`src/rtl/afiu_pkg.sv`:
```
// Shared constants for the audio FIFO threshold and interrupt unit.
// Assumes word addressing on a 3-bit register address.
package afiu_pkg;
    localparam int SAMPLE_W = 16;
    localparam int FIFO_DEPTH = 32;
    localparam int THR_W = 6;
    localparam int AE_LEVEL = 4;
    localparam int AF_LEVEL = 28;
    localparam int NUM_EV = 13;
    localparam int GEN_BIT = 14;
    localparam int PEND_BIT = 13;

    typedef enum logic [2:0] {
        A_CTRL = 3'd0,
        A_TXDATA = 3'd1,
        A_RXDATA = 3'd2,
        A_IRQEN = 3'd3,
        A_STAT = 3'd4,
        A_CLEAR = 3'd5,
        A_LEVELS = 3'd6
    } afiu_addr_e;

    // Event positions in the status word
    localparam int EV_RX_OVF = 0;
    localparam int EV_RX_STARVE = 1;
    localparam int EV_RX_AFULL = 2;
    localparam int EV_RX_FULL = 3;
    localparam int EV_RX_AEMPTY = 4;
    localparam int EV_RX_EMPTY = 5;
    localparam int EV_TX_OVF = 6;
    localparam int EV_TX_STARVE = 7;
    localparam int EV_TX_AFULL = 8;
    localparam int EV_TX_FULL = 9;
    localparam int EV_TX_AEMPTY = 10;
    localparam int EV_TX_EMPTY = 11;
    localparam int EV_WORD = 12;
endpackage

```
`src/rtl/afiu_fifo.sv`:
```
// Synchronous FIFO with occupancy count, level flags and drop/starve strobes.
// Assumes DEPTH is a power of two. A push into a full FIFO is dropped even
// when a pop happens in the same cycle. While 'enable' is low the FIFO is
// held empty and ignores traffic.
module afiu_fifo #(
    parameter int DW = 16,
    parameter int DEPTH = 32,
    parameter int AE_LVL = 4,
    parameter int AF_LVL = 28,
    localparam int AW = $clog2(DEPTH),
    localparam int CW = $clog2(DEPTH + 1)
) (
    input  logic          clk,
    input  logic          rst_n,
    input  logic          enable,
    input  logic          push,
    input  logic [DW-1:0] push_data,
    input  logic          pop,
    output logic [DW-1:0] head_data,
    output logic [CW-1:0] count,
    output logic          empty,
    output logic          aempty,
    output logic          full,
    output logic          afull,
    output logic          push_ok,
    output logic          push_drop,
    output logic          pop_ok,
    output logic          pop_drop
);
    logic [DW-1:0] mem [DEPTH];
    logic [AW-1:0] wr_ptr;
    logic [AW-1:0] rd_ptr;

    // Level flags derived from the occupancy count
    always_comb begin
        empty  = (count == '0);
        full   = (count == CW'(DEPTH));
        aempty = (count <= CW'(AE_LVL));
        afull  = (count >= CW'(AF_LVL));
    end

    // Accept or reject the requests of this cycle
    always_comb begin
        push_ok   = enable && push && !full;
        push_drop = enable && push && full;
        pop_ok    = enable && pop && !empty;
        pop_drop  = enable && pop && empty;
    end

    assign head_data = mem[rd_ptr];

    // Sample storage, no reset needed
    always_ff @(posedge clk) begin
        if (push_ok) begin
            mem[wr_ptr] <= push_data;
        end
    end

    // Pointer and count update, flushed while disabled
    always_ff @(posedge clk) begin
        if (!rst_n || !enable) begin
            wr_ptr <= '0;
            rd_ptr <= '0;
            count  <= '0;
        end else begin
            if (push_ok) begin
                wr_ptr <= wr_ptr + 1'b1;
            end
            if (pop_ok) begin
                rd_ptr <= rd_ptr + 1'b1;
            end
            case ({push_ok, pop_ok})
                2'b10:   count <= count + 1'b1;
                2'b01:   count <= count - 1'b1;
                default: count <= count;
            endcase
        end
    end
endmodule

```
`src/rtl/afiu_irq_latch.sv`:
```
// Sticky event latches with per-event enable and a global interrupt gate.
// A set in the same cycle as a clear leaves the bit set.
module afiu_irq_latch #(
    parameter int NEV = 13
) (
    input  logic           clk,
    input  logic           rst_n,
    input  logic [NEV-1:0] ev_set,
    input  logic [NEV-1:0] ev_clr,
    input  logic [NEV-1:0] ev_en,
    input  logic           glob_en,
    output logic [NEV-1:0] ev_stat,
    output logic           irq
);
    for (genvar g = 0; g < NEV; g++) begin : g_bit
        // One latch per event: a set dominates, else a clear drops it
        always_ff @(posedge clk) begin
            if (!rst_n) begin
                ev_stat[g] <= 1'b0;
            end else if (ev_set[g]) begin
                ev_stat[g] <= 1'b1;
            end else if (ev_clr[g]) begin
                ev_stat[g] <= 1'b0;
            end
        end
    end

    // Masked summary drives the interrupt line
    always_comb begin
        irq = glob_en && |(ev_stat & ev_en);
    end
endmodule

```
`src/rtl/audio_fifo_irq_unit.sv`:
```
// Top of the audio FIFO threshold and interrupt unit: register decode,
// transmit and receive FIFOs, DMA threshold compare and event latches.
// Assumes a single-cycle register strobe; reads are combinational and a
// read of the receive data address pops at the following clock edge.
module audio_fifo_irq_unit
    import afiu_pkg::*;
#(
    parameter int DW = SAMPLE_W,
    parameter int DEPTH = FIFO_DEPTH,
    parameter int TW = THR_W,
    localparam int CW = $clog2(DEPTH + 1),
    localparam int MW = (CW > TW) ? CW : TW
) (
    input  logic          clk,
    input  logic          rst_n,
    input  logic          reg_wr,
    input  logic          reg_rd,
    input  logic [2:0]    reg_addr,
    input  logic [31:0]   reg_wdata,
    output logic [31:0]   reg_rdata,
    input  logic          ser_tx_pop,
    output logic [DW-1:0] ser_tx_data,
    output logic          ser_tx_valid,
    input  logic          ser_rx_push,
    input  logic [DW-1:0] ser_rx_data,
    output logic          tx_dma_req,
    output logic          rx_dma_req,
    output logic          irq
);
    logic          tx_en_q, rx_en_q, tx_dma_en_q, rx_dma_en_q, irq_gen_q;
    logic [TW-1:0] tx_thr_q, rx_thr_q;
    logic [NUM_EV-1:0] irq_en_q;
    logic [NUM_EV-1:0] stat;
    logic [NUM_EV-1:0] ev_set;
    logic [NUM_EV-1:0] clr_vec;

    logic          wr_txdata, rd_rxdata, wr_clear;
    logic [CW-1:0] tx_cnt, rx_cnt;
    logic          tx_empty, tx_aempty, tx_full, tx_afull;
    logic          rx_empty, rx_aempty, rx_full, rx_afull;
    logic          tx_push_ok, tx_push_drop, tx_pop_ok, tx_pop_drop;
    logic          rx_push_ok, rx_push_drop, rx_pop_ok, rx_pop_drop;
    logic [DW-1:0] rx_head;

    // Register strobes for the side-effecting addresses
    always_comb begin
        wr_txdata = reg_wr && (reg_addr == A_TXDATA);
        wr_clear  = reg_wr && (reg_addr == A_CLEAR);
        rd_rxdata = reg_rd && (reg_addr == A_RXDATA);
        clr_vec   = wr_clear ? reg_wdata[NUM_EV-1:0] : '0;
    end

    // Control and interrupt-enable registers
    always_ff @(posedge clk) begin
        if (!rst_n) begin
            tx_en_q     <= 1'b0;
            rx_en_q     <= 1'b0;
            tx_dma_en_q <= 1'b0;
            rx_dma_en_q <= 1'b0;
            tx_thr_q    <= '0;
            rx_thr_q    <= '0;
            irq_en_q    <= '0;
            irq_gen_q   <= 1'b0;
        end else if (reg_wr) begin
            if (reg_addr == A_CTRL) begin
                tx_en_q     <= reg_wdata[0];
                rx_en_q     <= reg_wdata[1];
                tx_dma_en_q <= reg_wdata[2];
                rx_dma_en_q <= reg_wdata[3];
                tx_thr_q    <= reg_wdata[8 +: TW];
                rx_thr_q    <= reg_wdata[16 +: TW];
            end else if (reg_addr == A_IRQEN) begin
                irq_en_q  <= reg_wdata[NUM_EV-1:0];
                irq_gen_q <= reg_wdata[GEN_BIT];
            end
        end
    end

    afiu_fifo #(
        .DW(DW), .DEPTH(DEPTH), .AE_LVL(AE_LEVEL), .AF_LVL(AF_LEVEL)
    ) u_tx_fifo (
        .clk(clk), .rst_n(rst_n), .enable(tx_en_q),
        .push(wr_txdata), .push_data(reg_wdata[DW-1:0]),
        .pop(ser_tx_pop), .head_data(ser_tx_data),
        .count(tx_cnt), .empty(tx_empty), .aempty(tx_aempty),
        .full(tx_full), .afull(tx_afull),
        .push_ok(tx_push_ok), .push_drop(tx_push_drop),
        .pop_ok(tx_pop_ok), .pop_drop(tx_pop_drop)
    );

    afiu_fifo #(
        .DW(DW), .DEPTH(DEPTH), .AE_LVL(AE_LEVEL), .AF_LVL(AF_LEVEL)
    ) u_rx_fifo (
        .clk(clk), .rst_n(rst_n), .enable(rx_en_q),
        .push(ser_rx_push), .push_data(ser_rx_data),
        .pop(rd_rxdata), .head_data(rx_head),
        .count(rx_cnt), .empty(rx_empty), .aempty(rx_aempty),
        .full(rx_full), .afull(rx_afull),
        .push_ok(rx_push_ok), .push_drop(rx_push_drop),
        .pop_ok(rx_pop_ok), .pop_drop(rx_pop_drop)
    );

    // Gather the event sources that feed the sticky status word
    always_comb begin
        ev_set               = '0;
        ev_set[EV_RX_OVF]    = rx_push_drop;
        ev_set[EV_RX_STARVE] = rx_pop_drop;
        ev_set[EV_RX_AFULL]  = rx_en_q && rx_afull;
        ev_set[EV_RX_FULL]   = rx_en_q && rx_full;
        ev_set[EV_RX_AEMPTY] = rx_en_q && rx_aempty;
        ev_set[EV_RX_EMPTY]  = rx_en_q && rx_empty;
        ev_set[EV_TX_OVF]    = tx_push_drop;
        ev_set[EV_TX_STARVE] = tx_pop_drop;
        ev_set[EV_TX_AFULL]  = tx_en_q && tx_afull;
        ev_set[EV_TX_FULL]   = tx_en_q && tx_full;
        ev_set[EV_TX_AEMPTY] = tx_en_q && tx_aempty;
        ev_set[EV_TX_EMPTY]  = tx_en_q && tx_empty;
        ev_set[EV_WORD]      = tx_pop_ok || rx_push_ok;
    end

    afiu_irq_latch #(.NEV(NUM_EV)) u_irq (
        .clk(clk), .rst_n(rst_n), .ev_set(ev_set), .ev_clr(clr_vec),
        .ev_en(irq_en_q), .glob_en(irq_gen_q), .ev_stat(stat), .irq(irq)
    );

    // Threshold compare for the DMA requests
    always_comb begin
        tx_dma_req   = tx_dma_en_q && tx_en_q && (MW'(tx_cnt) <= MW'(tx_thr_q));
        rx_dma_req   = rx_dma_en_q && rx_en_q && (MW'(rx_cnt) >= MW'(rx_thr_q));
        ser_tx_valid = tx_en_q && !tx_empty;
    end

    // Read data multiplexer
    always_comb begin
        reg_rdata = '0;
        case (reg_addr)
            A_CTRL: begin
                reg_rdata[0]         = tx_en_q;
                reg_rdata[1]         = rx_en_q;
                reg_rdata[2]         = tx_dma_en_q;
                reg_rdata[3]         = rx_dma_en_q;
                reg_rdata[8 +: TW]   = tx_thr_q;
                reg_rdata[16 +: TW]  = rx_thr_q;
            end
            A_RXDATA: begin
                reg_rdata[DW-1:0] = rx_head;
                reg_rdata[DW]     = rx_en_q && !rx_empty;
                if (rx_en_q && rx_empty) begin
                    reg_rdata[DW-1:0] = '0;
                end
            end
            A_IRQEN: begin
                reg_rdata[NUM_EV-1:0] = irq_en_q;
                reg_rdata[GEN_BIT]    = irq_gen_q;
            end
            A_STAT: begin
                reg_rdata[NUM_EV-1:0] = stat;
                reg_rdata[PEND_BIT]   = irq;
            end
            A_LEVELS: begin
                reg_rdata[15:0]  = 16'({rx_afull, rx_full, rx_aempty, rx_empty, rx_cnt});
                reg_rdata[31:16] = 16'({tx_afull, tx_full, tx_aempty, tx_empty, tx_cnt});
            end
            default: reg_rdata = '0;
        endcase
    end
endmodule

```
`config.mk`:
```
export PLATFORM = sky130hd
export DESIGN_NAME = audio_fifo_irq_unit
export DESIGN_NICKNAME = d
export VERILOG_FILES = /design/src/rtl/afiu_pkg.sv /design/src/rtl/afiu_fifo.sv /design/src/rtl/afiu_irq_latch.sv /design/src/rtl/audio_fifo_irq_unit.sv
export SDC_FILE = /design/constraint.sdc
export NUM_CORES = 1
export LEC_CHECK = 0
export CAP_MARGIN = 20
export CORE_MARGIN = 1
export CORE_UTILIZATION = 42
export CTS_CLUSTER_SIZE = 12
export DETAILED_ROUTE_END_ITERATION = 16
export GPL_TIMING_DRIVEN = 0
export PLACE_DENSITY_LB_ADDON = 0.08
export SLEW_MARGIN = 10
export SYNTH_ARGS = -nofsm -noshare
export SYNTH_HDL_FRONTEND = slang
export SYNTH_SLANG_ARGS = --single-unit
```
`constraint.sdc`:
```
create_clock -name clk -period 8.76 [get_ports clk]
set_clock_uncertainty 0.1 [all_clocks]
set_input_delay 1.752 -clock clk [delete_from_list [all_inputs] [get_ports clk]]
set_output_delay 1.752 -clock clk [all_outputs]
set_load 0.05 [all_outputs]
```
==> impl_metrics.ini <==
[drt]
final_antenna_net_count = 0
drt_pass1_iterations = 7
wl_met1_mm = 47.5
wl_mm = 113
wl_met3_mm = 4.69
num_vias = 22300
drt_iter0_markers = 2261
wl_per_cell_microns = 28.4
viasPerCell = 5.61
route.met2.wl_mm = 58.1
drc = 0
top_layer = met4

[worst_setup_path]
crit_required_ns = 6.91
startpoint = reg_addr[2]
startpoint_type = input pin
cp.arrival_ns = 5.90
critPathMaxStageDelay_ns = 0.91
r2r_start = u_rx_fifo.count[4]
crit_type = input pin to output port
cp_cell_sequence = clkdlybuf4s50_1 -> nand2b_1 -> a211oi_1 -> nand2_1 -> a211oi_1 -> a211o_1 -> clkdlybuf4s50_1
r2r_cells = 13
crit_slowest_cell = a211oi_1
rrSetupSlack_ns = 4.82
worstPathMaxFanout = 10
timing.rr.end = u_rx_fifo.count[4]
cp-end-kind = output port
crit_end = reg_rdata[13]

[logic_synthesis]
ys_top_cells_by_count = edfxtp_1 (1024), mux4_2 (290), nor2_1 (131)
ys_async_sr_fraction = 0
synth-seq-cells = 1109
syn_avg_cell_area_sq_um = 19.8
synth.cell_area_sq_um = 43800
synth_top_area_cell = edfxtp_1
synth_edf_count = 1024
ys.flop_type = edfxtp_1
synth.most_common_cell = edfxtp_1
yosys_warnings = 0
synth_top_area_frac = 0.702
yosysSeqAreaShare = 0.741
synthTopCellsByArea = edfxtp_1 (70%), mux4_2 (15%), dfxtp_1 (3.9%)
syn_inst = 2214
yosysUniqueCellTypes = 69

[global_routing]
track_usage = 0.214
antenna_found_initial = 0
grt_pass1_wl_mm = 163
gr-total-overflow = 0
grt_max_degree = 36
grt_pass1_vias = 22800

[status]
status = completed

[die]
dieArea_sq_um = 106000
die_w_microns = 325
die_h_microns = 325
io_pins = 109
start_util = 0.423
rows = 118
core_sq_um = 103000

[finish]
fin_nets = 2585
fin_util = 0.496
num_antenna_cells = 0
fillerInstances = 8486
final_layout_size_suffix_gt1_frac = 0.260
final_cell_area_sq_um = 51400
area_delta_synth_final_pct = 17.3

[cts]
htree_num_levels = 3
clock_latency_ns = 0.69
postCtsHoldBufs = 0
cts.sinks = 1109
post_cts_resized = 0
cts_tree = done
clockBufferDepth = 3
clk_pin_slew_worst_paths_ns = 0.06
post-cts-setup-buffer-count = 0
cts_buffers = 117
root_buffer = clkbuf_16

[power]
power_leakage_nw = 15.6
vdd_drop_max_mv = 0.172
power_density_nw_per_um2 = 209

[placement]
placed_cell_area_sq_um = 47500
io_buffers = 91
place.gp.congestion = 0.849
dp_worst_setup_slack_ns = 0.938
hpwl_mm = 76.5

[sta]
holdWs_ns = 0.392
worst_pin_slew_ns = 1.14
fmax_ghz = 0.129
max-slew-margin-rel = 0.238
fin_crit_ns = 7.75
hold_viol_final = 0
finalSetupTns_ns = 0
fin_crit_sh = 0.885
slew_violations = 0
setup_viol = 0
worst_slack_ns = 1.01
rsz0062_at_grt = no

[job]
cap_violations = 0

[worst_hold_path]
hp-class = flop to flop
-- per-stage QoR --
| stage | power [mW] | instances |
|---|---|---|
| 3_5_place_dp | 6.08 | 3753 |
| 5_1_grt | 11.0 | 3981 |
| 2_1_floorplan | 5.94 | 2219 |
| 3_3_place_gp | 6.07 | 3690 |
| 6_report | 10.7 | 3981 |
| 4_1_cts | 10.8 | 3971 |
-- routing by layer --
| layer | global-route usage | vias to the layer above |
|---|---|---|
| li1 | - | 9683 |
| met1 | 0.289 | 11900 |
| met2 | 0.370 | 564 |
| met3 | 0.0284 | 149 |
| met4 | 0.0515 | 0 |
| met5 | 0 | - |
-- layout make-up --
type,count,area (sq um),share of cell area
repair buffers,164,1980,0.0385
well taps,1380,1730,0.0336
clock buffers,163,3270,0.0637
flip-flops and latches,1109,32500,0.632
clock inverters,55,397,0.00772
plain buffers,134,574,0.0112
inverters,21,78.8,0.00153
multi-input cells,955,10900,0.212
-- how the worst min path moves through the flow --
stage	start	end	depth (start not counted)
after floorplan	tx_thr_q[5]	tx_thr_q[5]	2
after global placement	tx_thr_q[5]	tx_thr_q[5]	2
after detailed placement	tx_thr_q[5]	tx_thr_q[5]	2
after CTS	tx_thr_q[5]	tx_thr_q[5]	2
after global routing	tx_thr_q[5]	tx_thr_q[5]	2
final	tx_thr_q[5]	tx_thr_q[5]	2
-- flip-flops by register name, indices dropped and copies added, names as in the netlist, 6 cells and up, named ones only --
name	count
u_tx_fifo.count	6
u_irq.ev_stat	13
rx_thr_q	6
u_rx_fifo.count	6
u_tx_fifo.mem	512
u_rx_fifo.mem	512
tx_thr_q	6
irq_en_q	13
-- report_power, final --
group / switching (mW) / total (mW) / internal (mW)
clock: 2.01 / 4.75 / 2.74
combinational: 0.142 / 0.187 / 0.0455
sequential: 0.00415 / 5.79 / 5.78
total: 2.15 / 10.7 / 8.56
-- critical path, delay by kind of cell --
kind                   cells  cell delay [ns]
AOI/OAI and AO/OA          3             1.84
buffers and inverters      2             1.39
and+or+nand+nor            2             0.91
-- logic make-up (layout without fill, tap and decap cells) --
| logic type | count (synthesis) | count (layout) | synth area share |
|---|---|---|---|
| xor+xnor | 24 | 24 | 0.00480 |
| buf+inv | 155 | 537 | 0.0149 |
| flops | 1109 | 1109 | 0.741 |
| fa+ha+maj | 26 | 26 | 0.00743 |
| other cells | 1 | 6 | 0.0000856 |
| compound gates | 222 | 222 | 0.0373 |
| mux | 322 | 322 | 0.157 |
| simple gates | 355 | 355 | 0.0377 |
-- cells in the final DEF (no fill, tap or decap), types with 26 or more instances in the layout --
master	synthesis	routed
edfxtp_1	1024	1024
mux4_2	290	290
clkbuf_16	0	122
clkbuf_1	81	111
nand2_1	109	109
dfxtp_1	85	85
clkdlybuf4s50_1	0	75
nor2_1	131	67
nor2_2	0	60
buf_8	0	59
a22oi_1	52	52
buf_2	27	43
a21oi_1	35	35
a21boi_0	33	33
nor2b_1	26	26
ha_1	26	26
Note: power is estimated with default switching activity, not from simulation.
